`src/rtl/evt_tmr_pkg.sv`:
```
`timescale 1ns/1ps
package evt_tmr_pkg;
  localparam int AW  = 4;
  localparam int NCH = 2;
  localparam logic [AW-1:0] A_CTRL  = 4'd0;
  localparam logic [AW-1:0] A_BUSY  = 4'd1;
  localparam logic [AW-1:0] A_CNTL  = 4'd2;
  localparam logic [AW-1:0] A_CNTH  = 4'd3;
  localparam logic [AW-1:0] A_C0CFG = 4'd4;
  localparam logic [AW-1:0] A_C0L   = 4'd5;
  localparam logic [AW-1:0] A_C0H   = 4'd6;
  localparam logic [AW-1:0] A_C1CFG = 4'd7;
  localparam logic [AW-1:0] A_C1L   = 4'd8;
  localparam logic [AW-1:0] A_C1H   = 4'd9;
  localparam logic [AW-1:0] A_PEND  = 4'd10;
endpackage

```
`src/rtl/evt_settle_slot.sv`:
```
`timescale 1ns/1ps
// Holds a written value for SETTLE cycles before making it effective.
module evt_settle_slot #(
  parameter int W = 32,
  parameter int SETTLE = 4,
  parameter logic [W-1:0] INIT = '0
) (
  input  logic         clk,
  input  logic         rst,
  input  logic         start_i,
  input  logic [W-1:0] data_i,
  output logic         busy_o,
  output logic         reject_o,
  output logic         commit_o,
  output logic [W-1:0] data_o
);
  localparam int CW = $clog2(SETTLE + 1);

  logic [CW-1:0] left_q;
  logic [W-1:0]  pend_q;

  assign busy_o   = (left_q != '0);
  assign reject_o = start_i && busy_o;
  assign commit_o = (left_q == CW'(1));

  always_ff @(posedge clk) begin
    if (rst) begin
      left_q <= '0;
      pend_q <= '0;
      data_o <= INIT;
    end else if (start_i && !busy_o) begin
      left_q <= CW'(SETTLE);
      pend_q <= data_i;
    end else if (busy_o) begin
      left_q <= left_q - 1'b1;
      if (commit_o) data_o <= pend_q;
    end
  end


  start_busy_chk: assert property (@(posedge clk) disable iff (rst)
    (start_i && !busy_o) |=> busy_o);

  old_value_chk: assert property (@(posedge clk) disable iff (rst)
    (busy_o && !commit_o) |=> $stable(data_o));

  drop_write_chk: assert property (@(posedge clk) disable iff (rst)
    reject_o |=> $stable(pend_q));
endmodule

```
`src/rtl/evt_match_delay.sv`:
```
`timescale 1ns/1ps
// Fixed latency line from comparator match to status set.
module evt_match_delay #(
  parameter int N = 2,
  parameter int LAT = 3
) (
  input  logic         clk,
  input  logic         rst,
  input  logic [N-1:0] match_i,
  output logic [N-1:0] match_o
);
  logic [N-1:0] stage_q [LAT];

  always_ff @(posedge clk) begin
    if (rst) stage_q[0] <= '0;
    else     stage_q[0] <= match_i;
  end

  for (genvar i = 1; i < LAT; i++) begin : g_stage
    always_ff @(posedge clk) begin
      if (rst) stage_q[i] <= '0;
      else     stage_q[i] <= stage_q[i-1];
    end
  end

  assign match_o = stage_q[LAT-1];
endmodule

```
`src/rtl/evt_timer.sv`:
```
`timescale 1ns/1ps
module evt_timer
  import evt_tmr_pkg::*;
#(
  parameter int DW = 32,
  parameter int SETTLE = 4,
  parameter int LAT = 3
) (
  input  logic          clk,
  input  logic          rst,
  input  logic          wr_en,
  input  logic [AW-1:0] wr_addr,
  input  logic [DW-1:0] wr_data,
  input  logic [AW-1:0] rd_addr,
  output logic [DW-1:0] rd_data,
  output logic [NCH-1:0] irq_o,
  output logic          err_o
);
  localparam int CNT_W = 2 * DW;
  localparam int VW    = $clog2(SETTLE + 1);

  logic             en_q;
  logic [CNT_W-1:0] cnt_q, cmp0_q, per0_q;
  logic             ie0_q;
  logic [DW-1:0]    c1_lo_q;
  logic [VW-1:0]    vleft_q;
  logic [NCH-1:0]   pend_q, match, match_dly;
  logic             clr_apply_q;

  logic ld_lo, ld_hi, c1_start, cfg_start, clr_start, en_rise;
  assign ld_lo     = wr_en && (wr_addr == A_CNTL) && !en_q;
  assign ld_hi     = wr_en && (wr_addr == A_CNTH) && !en_q;
  assign c1_start  = wr_en && (wr_addr == A_C1H);
  assign cfg_start = wr_en && (wr_addr == A_C1CFG);
  assign clr_start = wr_en && (wr_addr == A_PEND);
  assign en_rise   = wr_en && (wr_addr == A_CTRL) && wr_data[0] && !en_q;

  logic             c1_busy, c1_rej, c1_commit;
  logic [CNT_W-1:0] cmp1;
  logic             cfg_busy, cfg_rej, cfg_commit, ie1;
  logic             clr_busy, clr_rej, clr_commit;
  logic [NCH-1:0]   clr_mask;

  evt_settle_slot #(.W(CNT_W), .SETTLE(SETTLE), .INIT({CNT_W{1'b1}})) u_cmp1 (
    .clk(clk), .rst(rst), .start_i(c1_start), .data_i({wr_data, c1_lo_q}),
    .busy_o(c1_busy), .reject_o(c1_rej), .commit_o(c1_commit), .data_o(cmp1));

  evt_settle_slot #(.W(1), .SETTLE(SETTLE), .INIT(1'b0)) u_cfg1 (
    .clk(clk), .rst(rst), .start_i(cfg_start), .data_i(wr_data[0]),
    .busy_o(cfg_busy), .reject_o(cfg_rej), .commit_o(cfg_commit), .data_o(ie1));

  evt_settle_slot #(.W(NCH), .SETTLE(SETTLE), .INIT('0)) u_clr (
    .clk(clk), .rst(rst), .start_i(clr_start), .data_i(wr_data[NCH-1:0]),
    .busy_o(clr_busy), .reject_o(clr_rej), .commit_o(clr_commit), .data_o(clr_mask));

  assign match = {en_q && (cnt_q == cmp1), en_q && (cnt_q == cmp0_q)};

  evt_match_delay #(.N(NCH), .LAT(LAT)) u_dly (
    .clk(clk), .rst(rst), .match_i(match), .match_o(match_dly));

  logic       v_busy;
  logic [4:0] busy_vec;
  assign v_busy   = (vleft_q != '0);
  assign busy_vec = {c1_busy | cfg_busy | clr_busy | v_busy, v_busy, clr_busy, cfg_busy, c1_busy};

  always_ff @(posedge clk) begin
    if (rst) begin
      en_q    <= 1'b0;
      vleft_q <= '0;
    end else begin
      if (wr_en && wr_addr == A_CTRL) en_q <= wr_data[0];
      if (en_rise)     vleft_q <= VW'(SETTLE);
      else if (v_busy) vleft_q <= vleft_q - 1'b1;
    end
  end

  always_ff @(posedge clk) begin
    if (rst)        cnt_q <= '0;
    else if (ld_lo) cnt_q[DW-1:0] <= wr_data;
    else if (ld_hi) cnt_q[CNT_W-1:DW] <= wr_data;
    else if (en_q)  cnt_q <= cnt_q + CNT_W'(1);
  end

  always_ff @(posedge clk) begin
    if (rst) begin
      cmp0_q  <= '1;
      per0_q  <= '0;
      ie0_q   <= 1'b0;
      c1_lo_q <= '0;
    end else begin
      if (wr_en && wr_addr == A_C0L) begin
        cmp0_q[DW-1:0] <= wr_data;
        per0_q[DW-1:0] <= wr_data;
      end else if (wr_en && wr_addr == A_C0H) begin
        cmp0_q[CNT_W-1:DW] <= wr_data;
        per0_q[CNT_W-1:DW] <= wr_data;
      end else if (match[0]) begin
        cmp0_q <= cmp0_q + per0_q;
      end
      if (wr_en && wr_addr == A_C0CFG) ie0_q <= wr_data[0];
      if (wr_en && wr_addr == A_C1L)   c1_lo_q <= wr_data;
    end
  end

  always_ff @(posedge clk) begin
    if (rst) begin
      pend_q      <= '0;
      clr_apply_q <= 1'b0;
      irq_o       <= '0;
      err_o       <= 1'b0;
    end else begin
      clr_apply_q <= clr_commit;
      pend_q      <= (pend_q & ~(clr_apply_q ? clr_mask : '0)) | match_dly;
      irq_o       <= pend_q & {ie1, ie0_q};
      err_o       <= c1_rej | cfg_rej | clr_rej;
    end
  end

  always_ff @(posedge clk) begin
    if (rst) rd_data <= '0;
    else begin
      case (rd_addr)
        A_CTRL:  rd_data <= DW'(en_q);
        A_BUSY:  rd_data <= DW'(busy_vec);
        A_CNTL:  rd_data <= cnt_q[DW-1:0];
        A_CNTH:  rd_data <= cnt_q[CNT_W-1:DW];
        A_C0CFG: rd_data <= DW'(ie0_q);
        A_C0L:   rd_data <= cmp0_q[DW-1:0];
        A_C0H:   rd_data <= cmp0_q[CNT_W-1:DW];
        A_C1CFG: rd_data <= DW'(ie1);
        A_C1L:   rd_data <= cmp1[DW-1:0];
        A_C1H:   rd_data <= cmp1[CNT_W-1:DW];
        A_PEND:  rd_data <= DW'(pend_q);
        default: rd_data <= '0;
      endcase
    end
  end


  cnt_hold_chk: assert property (@(posedge clk) disable iff (rst)
    (!en_q && !ld_lo && !ld_hi) |=> $stable(cnt_q));

  cnt_step_chk: assert property (@(posedge clk) disable iff (rst)
    en_q |=> (cnt_q == $past(cnt_q) + CNT_W'(1)));

  pend_set_chk: assert property (@(posedge clk) disable iff (rst)
    match_dly[0] |=> pend_q[0]);

  pend_clear_chk: assert property (@(posedge clk) disable iff (rst)
    (clr_apply_q && clr_mask[0] && !match_dly[0]) |=> !pend_q[0]);

  err_pulse_chk: assert property (@(posedge clk) disable iff (rst)
    (c1_start && c1_busy) |=> err_o);

  cmp1_settled_chk: assert property (@(posedge clk) disable iff (rst)
    c1_commit |=> !c1_busy);

  cfg1_settled_chk: assert property (@(posedge clk) disable iff (rst)
    cfg_commit |=> !cfg_busy);

  valid_busy_chk: assert property (@(posedge clk) disable iff (rst)
    en_rise |=> busy_vec[3]);
endmodule

```
`config.mk`:
```
export PLATFORM = sky130hd
export DESIGN_NAME = evt_timer
export DESIGN_NICKNAME = d
export VERILOG_FILES = /design/src/rtl/evt_tmr_pkg.sv /design/src/rtl/evt_settle_slot.sv /design/src/rtl/evt_match_delay.sv /design/src/rtl/evt_timer.sv
export SDC_FILE = /design/constraint.sdc
export NUM_CORES = 1
export LEC_CHECK = 0
export BUFFER_PORTS_ARGS = -buffer_cell sky130_fd_sc_hd__buf_2
export CORE_MARGIN = 2
export CORE_UTILIZATION = 45
export DETAILED_ROUTE_END_ITERATION = 8
export GPL_TIMING_DRIVEN = 0
export SLEW_MARGIN = 15
export SYNTH_ARGS = -nofsm -noshare
export SYNTH_HDL_FRONTEND = slang
export SYNTH_SLANG_ARGS = --single-unit
```
`constraint.sdc`:
```
create_clock -name clk -period 2.95 [get_ports clk]
set_clock_uncertainty 0.2 [all_clocks]
set_input_delay 0.4425 -clock clk [delete_from_list [all_inputs] [get_ports clk]]
set_output_delay 0.4425 -clock clk [all_outputs]
set_load 0.05 [all_outputs]
```
* Word level (Yosys, flattened, before mapping)
Memories as Yosys holds them, arrays and structs flattened.
Cells that the tools add are included.
** Storage, ports and cells
- Memories kept :: 1
- Word-level logic and storage cells :: 154
- Output and inout bits :: 35
- Bits in latches :: 0
- Memory bits (writable) :: 6
- ROM bits :: 0
- Register bits after elaboration :: 410
- Input port bits :: 43
** Operators by class
- $lt $le $gt $ge :: 0
- Multiplexer cells :: 24
- Bitwise logic cells :: 17
- $add $sub $neg :: 6
- Reduce and logical (&&, ||, !) cells :: 52
- Div/mod/pow operators :: 0
- Equal/unequal tests :: 26
- Multiply operators :: 0
- Shifts and indexed selects :: 0
** Memories
- u_dly.stage_q :: depth 3, width 2, rd ports 3, clocked after memory_dff 0, wr ports 3, line evt_match_delay.sv:12 : logic [N-1:0] stage_q [LAT];
** Operators by type and width (number)
- $pmux W32 S11 :: 1
- $mux W32 :: 6
- $eq A64 B64 Y1 :: 2
- $mux W64 :: 2
- $add A64 B1 Y64 const B :: 1
- $add A64 B64 Y64 :: 1
- $eq A4 B3 Y1 const B :: 8
- $eq A4 B4 Y1 const B :: 6
- $mux W3 :: 8
- $logic_and A1 B1 Y1 :: 22
- $eq A4 B2 Y1 const B :: 4
- $reduce_bool A2 Y1 :: 8
- $reduce_bool A3 Y1 :: 4
- $sub A3 B1 Y3 const B :: 4
- $reduce_and A2 Y1 :: 5
- $eq A3 B1 Y1 const B :: 3
- $reduce_and A3 Y1 :: 3
- $logic_not A4 Y1 :: 2
- $mux W2 :: 4
- $or A1 B1 Y1 :: 8
- $reduce_or A2 Y1 :: 4
- $not A1 Y1 :: 5
- $and A2 B2 Y2 :: 2
- $eq A4 B1 Y1 const B :: 1
- other kinds (5) :: 11

* Logic depth before layout (Yosys ltp)
Gate-level depths: netlist (run 1).
- Depth after elaboration :: 5
- Depth in mapped cells :: 13
- Mapped depth without buffers :: 12

* Modules after synthesis
Synthesis (run 1) repeated with hierarchy kept, for this count alone.
** Second synthesis, totals
- Cells, all modules :: 2959
- Area total of the unflattened synthesis :: 23207.3 um2
** By module, submodules not included
- evt_timer :: cells each 2300, seq. area each 5345.1 um2, area an instance 17485.5 um2, times used 1
- evt_settle_slot (u_cmp1) :: cells each 585, seq. area each 2622.5 um2, area an instance 4938.5 um2, times used 1
- evt_settle_slot (u_clr) :: cells each 34, seq. area each 140.1 um2, area an instance 349.1 um2, times used 1
- evt_settle_slot (u_cfg1) :: cells each 28, seq. area each 100.1 um2, area an instance 276.5 um2, times used 1
- evt_match_delay :: cells each 12, seq. area each 120.1 um2, area an instance 157.7 um2, times used 1

* Least setup slack after synthesis (run 1)
Ideal clock, no wire load.
- Path type :: register -> register
- Start :: reg cmp0_q[0]
- End :: reg cmp0_q[48]
- Path buffers :: 0
- Data arrival time :: 2944 ps
- Clock period less this slack :: 3230 ps
- Library setup time :: 86 ps
- Stages on the path, launching flop included :: 13
- Slack :: -280 ps
- Required time :: 2664 ps
- Path through :: dfxtp_1 > ha_1 > fa_1 > a21oi_1 > nor2_1 > or4b_2 > a21o_1 > nand3_1 > nand3_1 > a41oi_1 > o21ai_0 > xnor2_1 > a211oi_1
** On the way
- Cells in the longest elaborated chain, start to end :: 4
** Ends and longest elaborated chain
- start, declared :: line evt_timer.sv:23 : logic [CNT_W-1:0] cnt_q, cmp0_q, per0_q;
- start signal, assigned by index :: line evt_timer.sv:92 : cmp0_q[DW-1:0] <= wr_data;
- start signal, assigned by index :: line evt_timer.sv:95 : cmp0_q[CNT_W-1:DW] <= wr_data;
- start signal, assigned :: line evt_timer.sv:98 : cmp0_q <= cmp0_q + per0_q;
- parallel branches: the longest is 4 deep, another holds $add A64 B64 Y64
Parallel ways; which one is timed is not known. The select of a mux whose other input is x is not followed.
A chain may end at the register's enable or synchronous reset.

* Worst setup path after layout (run 1)
- Start :: reg per0_q[1]
- End :: reg cmp0_q[53]
** On the way
- Cells in the longest elaborated chain, start to end :: 3
** Ends and longest elaborated chain
- start, declared :: line evt_timer.sv:23
- start signal, assigned by index :: line evt_timer.sv:93 : per0_q[DW-1:0] <= wr_data;
- start signal, assigned by index :: line evt_timer.sv:96 : per0_q[CNT_W-1:DW] <= wr_data;
- $add A64 B64 Y64 :: line evt_timer.sv:98
- $mux W64 :: line evt_timer.sv:97 : end else if (match[0]) begin
- $mux W32 :: line evt_timer.sv:94 : end else if (wr_en && wr_addr == A_C0H) begin
No other way between the ends. The select of a mux whose other input is x is not followed.

==> results of run 1 <==
## flip-flops by register name (all words and copies together) (netlist names), 6 cells and up
| name | cells |
|---|---|
| u_cmp1.pend_q | 64 |
| c1_lo_q | 32 |
| cnt_q | 64 |
| per0_q | 64 |
| u_cmp1.data_o | 64 |
| cmp0_q | 64 |
| rd_data | 32 |
| u_dly.stage_q | 6 |
## final timing paths
path,from,to,slack [ns]
max,per0_q[1],cmp0_q[53],-0.33
min,wr_data[26],c1_lo_q[26],0.09
max reg2reg,per0_q[1],cmp0_q[53],-0.33
min reg2reg,u_dly.stage_q[1][1],u_dly.stage_q[2][1],0.23
## cell type report
type                            instances  area (sq um)  share of cell area, %
Timing Repair Buffer                  159          1070                   3.90
Buffer                                195           912                   3.32
Inverter                               63           236                  0.861
Multi-Input combinational cell       2180         14400                   52.5
Sequential cell                       416          8480                   30.9
Clock buffer                           61          1240                   4.51
Clock inverter                         22           258                  0.939
Antenna cell                            2          5.00                 0.0182
Tap cell                              672           841                   3.06
## critical path, delay by kind of cell (launching register included)
kind / cells / cell delay, ns
adders and majority gates: 1 / 0.25
buffers and inverters: 2 / 0.33
xor gates and xnor gates: 1 / 0.22
AOI/OAI and AO/OA: 9 / 1.80
DFF: 1 / 0.35
## power by group
group          leakage [nW]  switching [mW]  internal [mW]
Clock                 0.721            2.55           3.33
Combinational          6.35            2.24           1.40
Sequential             3.37           0.529           5.98
## routing by layer
layer | vias to the layer above | GRT usage [%] | wire, um
li1 | 10600 | - | -
met1 | 11600 | 53.6 | 45200
met2 | 1390 | 60.7 | 46400
met3 | 349 | 8.44 | 10500
met4 | 6 | 28.0 | 9410
met5 | - | 0 | 35
## synthesized netlist by cell type (6+ instances only)
library cell	number
sky130_fd_sc_hd__a311oi_1	19
sky130_fd_sc_hd__inv_1	63
sky130_fd_sc_hd__a2111oi_0	6
sky130_fd_sc_hd__xor2_1	92
sky130_fd_sc_hd__o2111ai_1	7
sky130_fd_sc_hd__o21bai_1	17
sky130_fd_sc_hd__or2_2	7
sky130_fd_sc_hd__a211oi_1	103
sky130_fd_sc_hd__a221oi_1	8
sky130_fd_sc_hd__nand4_1	41
sky130_fd_sc_hd__ha_1	76
sky130_fd_sc_hd__and2_1	10
sky130_fd_sc_hd__mux2i_1	82
sky130_fd_sc_hd__o22ai_1	13
sky130_fd_sc_hd__a22oi_1	92
sky130_fd_sc_hd__a21oi_1	284
sky130_fd_sc_hd__dfxtp_1	416
sky130_fd_sc_hd__and3_1	37
sky130_fd_sc_hd__nor2_1	152
sky130_fd_sc_hd__nor4_1	25
sky130_fd_sc_hd__buf_1	20
sky130_fd_sc_hd__o21a_1	11
sky130_fd_sc_hd__nor3_1	29
sky130_fd_sc_hd__nor2b_1	37
sky130_fd_sc_hd__clkbuf_1	191
sky130_fd_sc_hd__nand2_1	546
sky130_fd_sc_hd__o211ai_1	20
sky130_fd_sc_hd__buf_2	14
sky130_fd_sc_hd__nand3_1	46
sky130_fd_sc_hd__xnor2_1	110
sky130_fd_sc_hd__nand2b_1	6
sky130_fd_sc_hd__a21boi_0	10
sky130_fd_sc_hd__a211o_1	11
sky130_fd_sc_hd__o21ai_0	90
sky130_fd_sc_hd__and4_1	8
sky130_fd_sc_hd__or3_1	25
sky130_fd_sc_hd__a31oi_1	50
sky130_fd_sc_hd__a21o_1	37
sky130_fd_sc_hd__buf_4	7
## per-stage QoR
stage          TNS, ns  hold slack [ns]
3_5_place_dp   -133.17            0.220
2_1_floorplan        0            0.213
5_1_grt          -8.24           0.0726
3_3_place_gp   -129.71            0.215
4_1_cts          -5.07           0.0560
6_report         -4.48           0.0881
## repair_timing
action,CTS,global route
setup buffers,58,24
resized for setup,224,144
pin swaps,68,59
gates cloned,0,1
endpoints found under the setup margin,148,125
## cells by family after synthesis
group,after synthesis
adder cells (fa/ha/maj),77
flip-flops,416
multiplexers,83
AND/OR/NAND/NOR,996
XOR/XNOR,202
buffers and inverters,298
AO/OA/AOI/OAI,822
==> impl_metrics.prom, run 1 <==
# TYPE chip_impl_metric gauge
chip_impl_metric{name="critPathMaxFanout",unit=""} 3
chip_impl_metric{name="synth_cells",unit=""} 2894
chip_impl_metric{name="synth_edf_count",unit=""} 0
chip_impl_metric{name="wl_per_cell",unit="um"} 29.6
chip_impl_info{name="dominantRegCellSynth",value="sky130_fd_sc_hd__dfxtp_1"} 1
chip_impl_info{name="worst_hold_path_type",value="primary input to flip-flop"} 1
chip_impl_metric{name="slew_worst_pin",unit="ns"} 1.27
chip_impl_metric{name="initial_standard_cell_utilization_of_the_core",unit="%"} 45.5
chip_impl_metric{name="yosys.area_share.xor_xnor",unit="%"} 7.74
chip_impl_metric{name="antenna_violations_before_repair",unit=""} 8
chip_impl_metric{name="mappedNetlistArea",unit="sq um"} 22900
chip_impl_metric{name="power.density",unit="nW/um^2"} 584
chip_impl_metric{name="mappedNetlistNets",unit=""} 3014
chip_impl_metric{name="share_of_post_route_cells_with_drive_strength_above_1",unit="%"} 16.9
chip_impl_metric{name="clk_path_buf_depth",unit=""} 3
chip_impl_metric{name="core.rowCount",unit=""} 82
chip_impl_metric{name="async_reset_ff_share",unit="%"} 0
chip_impl_metric{name="drcViolationCount",unit=""} 0
chip_impl_metric{name="placed_cells_incl_taps",unit=""} 3643
chip_impl_info{name="critical_path.slowest_cell",value="sky130_fd_sc_hd__a211o_4"} 1
chip_impl_metric{name="cts_buffers",unit=""} 46
chip_impl_metric{name="synth_mux_area_share",unit="%"} 3.64
chip_impl_metric{name="area_delta_synth_final",unit="%"} 20.1
chip_impl_metric{name="timing.final.crit_share",unit="%"} 111
chip_impl_metric{name="floorplan.die.height",unit="um"} 229
chip_impl_metric{name="drt_first_iter_violations",unit=""} 3005
chip_impl_metric{name="dp.final_hpwl",unit="mm"} 83.6
chip_impl_metric{name="synthAdderAreaFrac",unit="%"} 4.25
chip_impl_info{name="cell_type_with_the_largest_total_area_after_synthesis",value="sky130_fd_sc_hd__dfxtp_1"} 1
chip_impl_info{name="cp_launch_type",value="flip-flop"} 1
chip_impl_metric{name="min_delay_path_depth",unit=""} 3
chip_impl_metric{name="worst-endpoint-arrival",unit="ns"} 3.52
chip_impl_metric{name="utilization",unit="%"} 54.7
chip_impl_info{name="most-common-layout-cells",value="sky130_fd_sc_hd__nand2_1, sky130_fd_sc_hd__dfxtp_1, sky130_fd_sc_hd__a21oi_1"} 1
chip_impl_info{name="crit_path_cell_trace",value="ha_4 > a211oi_4 > o21ai_2 > a21bo_2 > o211ai_1 > buf_4 > o211ai_1 > buf_4 > a31o_4 > a211o_4 > a21oi_4 > xor2_2 > a22oi_1"} 1
chip_impl_info{name="cts_tree",value="built"} 1
chip_impl_metric{name="place.port_buffers",unit=""} 77
chip_impl_metric{name="power.ir.vdd_worst",unit="mV"} 0.419
chip_impl_info{name="combinational_family_with_the_most_area_after_synthesis",value="compound AO/OA/AOI/OAI gates"} 1
chip_impl_metric{name="worst-r2r-cell-count",unit=""} 13
chip_impl_info{name="cts_root_buf",value="sky130_fd_sc_hd__clkbuf_16"} 1
chip_impl_metric{name="finalMaxSlewViolations",unit=""} 0
chip_impl_metric{name="ctsHoldBuffers",unit=""} 0
chip_impl_metric{name="synth_compound_gate_area_share",unit="%"} 23.1
chip_impl_info{name="cp-end-kind",value="flip-flop"} 1
chip_impl_metric{name="drt-total-wl",unit="mm"} 112
chip_impl_metric{name="grt-ovfl-total",unit=""} 0
chip_impl_metric{name="finalHoldViolCount",unit=""} 0
chip_impl_metric{name="nets",unit=""} 3181
chip_impl_metric{name="clkSlewWorstSetupHoldPaths",unit="ns"} 0.07
chip_impl_metric{name="design.core.area",unit="sq um"} 50200
chip_impl_metric{name="syn-mean-instance-area",unit="sq um"} 7.90
chip_impl_info{name="violated_checks",value="setup timing"} 1
chip_impl_metric{name="slowest_delay",unit="ns"} 0.38
chip_impl_metric{name="synth-warning-count",unit=""} 0
chip_impl_metric{name="yosys_register_bits",unit=""} 416
chip_impl_metric{name="tot_gr_track_use",unit="%"} 41.0
chip_impl_metric{name="report.final.setup_viol",unit=""} 42
chip_impl_metric{name="die_area",unit="sq um"} 52600
chip_impl_metric{name="layout.filler_cells",unit=""} 4720
chip_impl_info{name="run_status",value="finished, violations left"} 1
chip_impl_info{name="grt_setup_unrepaired",value="true"} 1
chip_impl_metric{name="dpl_cell_area",unit="sq um"} 24100
chip_impl_metric{name="timing.critical_path.required",unit="ns"} 3.18
chip_impl_metric{name="floorplan.die.width",unit="um"} 229
chip_impl_metric{name="grt_max_degree",unit=""} 15
chip_impl_metric{name="achievable-frequency",unit="MHz"} 305
chip_impl_metric{name="final-instance-count-excl-fill",unit=""} 3770
chip_impl_metric{name="fin_area",unit="sq um"} 27500
chip_impl_metric{name="final_critical_path_setup_slack",unit="ns"} -0.332
chip_impl_metric{name="ctsHtreeMaxLevel",unit=""} 2
chip_impl_metric{name="max_cap_viol_count",unit=""} 0
chip_impl_metric{name="avgViaCountPerCell",unit=""} 6.36
chip_impl_metric{name="routed-via-count",unit=""} 24000
chip_impl_metric{name="number_of_global_route_vias_before_repair",unit=""} 22200
chip_impl_metric{name="routabilityCongestion",unit=""} 1.05
chip_impl_metric{name="post-route-min-period",unit="ns"} 3.28
chip_impl_metric{name="number_of_routed_nets_with_antenna_violations",unit=""} 0
chip_impl_metric{name="design_power_total",unit="mW"} 16.0
chip_impl_metric{name="synthSimpleGateAreaFrac",unit="%"} 19.7
chip_impl_metric{name="numClockSinks",unit=""} 416
chip_impl_metric{name="worst_slew_margin_rel",unit="%"} 15.6
chip_impl_metric{name="synth_cell_types",unit=""} 77
chip_impl_metric{name="worstSkewPairLatency",unit="ns"} 0.60
chip_impl_metric{name="drtPass1Iterations",unit=""} 6
chip_impl_metric{name="synth_top_area_share",unit="%"} 36.4
chip_impl_metric{name="place_ws",unit="ns"} -1.40
chip_impl_metric{name="power.leakage",unit="nW"} 10.4
chip_impl_metric{name="ys_seq_area_share",unit="%"} 36.4
chip_impl_metric{name="top_level_ports",unit=""} 78
chip_impl_info{name="leading_cell_type_in_the_layout_fill_and_taps_excluded",value="sky130_fd_sc_hd__nand2_1"} 1
chip_impl_info{name="critPathKind",value="flip-flop to flip-flop"} 1
chip_impl_metric{name="grt_first_pass_wirelength",unit="mm"} 157
chip_impl_info{name="ys_top_cells_by_area",value="sky130_fd_sc_hd__dfxtp_1, sky130_fd_sc_hd__nand2_1, sky130_fd_sc_hd__a21oi_1"} 1
(Power assumes the default switching activity.)
==> inputs of run 2 (changes only) <==
- SKIP_CTS_REPAIR_TIMING: default -> 1
- clock period: 2.95 -> 3.05 ns (I/O delays scaled with it)
==> impl_metrics.prom, run 2 (synthesis gave the netlist of run 1 again) <==
# TYPE chip_impl_metric gauge
chip_impl_metric{name="power.ir.vdd_worst",unit="mV"} 0.370
chip_impl_metric{name="antenna_violations_before_repair",unit=""} 5
chip_impl_metric{name="drtPass1Iterations",unit=""} 7
chip_impl_info{name="leading_cell_type_in_the_layout_fill_and_taps_excluded",value="sky130_fd_sc_hd__nand2_1"} 1
chip_impl_metric{name="power.leakage",unit="nW"} 10.2
chip_impl_metric{name="clk_path_buf_depth",unit=""} 3
chip_impl_metric{name="regArea",unit="sq um"} 8470
chip_impl_info{name="cp_launch_type",value="flip-flop"} 1
chip_impl_metric{name="drcViolationCount",unit=""} 0
chip_impl_metric{name="fin_area",unit="sq um"} 26900
chip_impl_metric{name="share_of_post_route_cells_with_drive_strength_above_1",unit="%"} 15.0
chip_impl_metric{name="final.setup.tns",unit="ns"} -2.57
chip_impl_info{name="critPathKind",value="flip-flop to flip-flop"} 1
chip_impl_metric{name="power.density",unit="nW/um^2"} 578
chip_impl_metric{name="numClockSinks",unit=""} 416
chip_impl_metric{name="area_delta_synth_final",unit="%"} 17.9
chip_impl_metric{name="core.rowCount",unit=""} 82
chip_impl_info{name="grt_setup_unrepaired",value="true"} 1
chip_impl_info{name="cp-end-kind",value="flip-flop"} 1
chip_impl_metric{name="slew_worst_pin",unit="ns"} 1.21
chip_impl_metric{name="floorplan.die.height",unit="um"} 229
chip_impl_metric{name="timing.hold.ws",unit="ns"} 0.0722
chip_impl_metric{name="max_cap_viol_count",unit=""} 0
chip_impl_metric{name="routed-via-count",unit=""} 23800
chip_impl_info{name="cts_tree",value="built"} 1
chip_impl_metric{name="drt_first_iter_violations",unit=""} 2929
chip_impl_metric{name="grt-ovfl-total",unit=""} 0
chip_impl_metric{name="finalMaxSlewViolations",unit=""} 0
chip_impl_metric{name="finalHoldViolCount",unit=""} 0
chip_impl_metric{name="drt-total-wl",unit="mm"} 110
chip_impl_metric{name="dp.final_hpwl",unit="mm"} 84.6
chip_impl_metric{name="place.port_buffers",unit=""} 77
chip_impl_info{name="violated_checks",value="setup timing"} 1
chip_impl_metric{name="area_used_by_multi_input_combinational_logic",unit="sq um"} 14200
chip_impl_metric{name="ctsHtreeMaxLevel",unit=""} 2
chip_impl_metric{name="worst_slew_margin_rel",unit="%"} 19.2
chip_impl_metric{name="final_critical_path_setup_slack",unit="ns"} -0.272
chip_impl_metric{name="grt_max_degree",unit=""} 14
chip_impl_metric{name="initial_standard_cell_utilization_of_the_core",unit="%"} 45.5
chip_impl_metric{name="routabilityCongestion",unit=""} 1.05
chip_impl_metric{name="worstSkewPairLatency",unit="ns"} 0.61
chip_impl_metric{name="die_area",unit="sq um"} 52600
chip_impl_info{name="run_status",value="finished, violations left"} 1
chip_impl_metric{name="nets",unit=""} 3147
chip_impl_metric{name="top_level_ports",unit=""} 78
chip_impl_info{name="most-common-layout-cells",value="sky130_fd_sc_hd__nand2_1, sky130_fd_sc_hd__dfxtp_1, sky130_fd_sc_hd__a21oi_1"} 1
chip_impl_metric{name="avgViaCountPerCell",unit=""} 6.36
chip_impl_metric{name="post-route-min-period",unit="ns"} 3.32
chip_impl_metric{name="wl_per_cell",unit="um"} 29.4
chip_impl_metric{name="floorplan.die.width",unit="um"} 229
chip_impl_metric{name="cts_buffers",unit=""} 46
chip_impl_metric{name="timing.critical_path.required",unit="ns"} 3.29
chip_impl_metric{name="place_ws",unit="ns"} -1.30
chip_impl_metric{name="tot_gr_track_use",unit="%"} 40.4
chip_impl_metric{name="achievable-frequency",unit="MHz"} 301
chip_impl_metric{name="layout.filler_cells",unit=""} 4760
chip_impl_info{name="worst_hold_path_type",value="primary input to flip-flop"} 1
chip_impl_metric{name="number_of_routed_nets_with_antenna_violations",unit=""} 0
chip_impl_metric{name="timing.final.crit_share",unit="%"} 109
chip_impl_metric{name="worst-endpoint-arrival",unit="ns"} 3.56
chip_impl_metric{name="number_of_global_route_vias_before_repair",unit=""} 22000
chip_impl_metric{name="report.final.setup_viol",unit=""} 20
chip_impl_info{name="cts_root_buf",value="sky130_fd_sc_hd__clkbuf_16"} 1
chip_impl_metric{name="dpl_cell_area",unit="sq um"} 24100
chip_impl_metric{name="clkSlewWorstSetupHoldPaths",unit="ns"} 0.06
chip_impl_metric{name="design_power_total",unit="mW"} 15.6
chip_impl_metric{name="design.core.area",unit="sq um"} 50200
chip_impl_metric{name="critPathMaxFanout",unit=""} 5
chip_impl_metric{name="grt_first_pass_wirelength",unit="mm"} 155
run 2: changes by cell type in the layout (fill, tap and decap cells not counted), moves of 6 or more:
cell                       previous run  this run
sky130_fd_sc_hd__buf_4               75        52
sky130_fd_sc_hd__clkbuf_1           151       143
sky130_fd_sc_hd__xnor2_1             93       101
sky130_fd_sc_hd__xnor2_2             17         9
sky130_fd_sc_hd__a21oi_1            257       264
sky130_fd_sc_hd__clkbuf_2             5        11
run 2: area by class of cell:
cell class	count	area share (%)
repair buffers	128	2.89
clock buffers	61	4.78
plain buffers	192	3.19
flip-flops and latches	416	31.4
diodes	6	0.0557
multi-input cells	2180	52.7
clock inverters	19	0.938
inverters	63	0.878
well taps	672	3.12
run 2: per-stage QoR:
step / util, % / cells
2_1_floorplan: - / 2894
3_3_place_gp: 48.0 / 3643
3_5_place_dp: 48.0 / 3643
4_1_cts: 51.1 / 3723
5_1_grt: 53.7 / 3731
6_report: 53.7 / 3737
run 2: power by group:
group | switching (mW) | internal, mW
Clock | 2.43 | 3.40
Combinational | 2.12 | 1.30
Sequential | 0.541 | 5.79
run 2: final timing paths:
path / start / endpoint / slack [ns] / depth (start not counted)
max: cmp0_q[0] / cmp0_q[53] / -0.27 / 13
min: wr_data[29] / c1_lo_q[29] / 0.07 / 3
max reg2reg: cmp0_q[0] / cmp0_q[53] / -0.27 / 13
min reg2reg: u_dly.stage_q[0][1] / u_dly.stage_q[1][1] / 0.24 / 1
run 2: critical path, stage by stage (launching register included):
cell	delay, ns
sky130_fd_sc_hd__dfxtp_4	0.35
sky130_fd_sc_hd__ha_4	0.17
sky130_fd_sc_hd__buf_4	0.14
sky130_fd_sc_hd__a211oi_4	0.25
sky130_fd_sc_hd__o21ai_2	0.09
sky130_fd_sc_hd__a21bo_2	0.22
sky130_fd_sc_hd__o211ai_1	0.34
sky130_fd_sc_hd__o211ai_1	0.17
sky130_fd_sc_hd__buf_4	0.18
sky130_fd_sc_hd__a31o_4	0.25
sky130_fd_sc_hd__a211o_4	0.38
sky130_fd_sc_hd__a21oi_4	0.16
sky130_fd_sc_hd__xor2_2	0.19
sky130_fd_sc_hd__a22oi_1	0.09
run 2: metal layers:
layer,vias to the layer above,global-route usage [%],wire (um)
met3,329,8.33,10000
met4,0,25.8,8070
met1,11600,52.5,45200
met5,-,0,0
met2,1307,61.1,46700
li1,10500,-,-
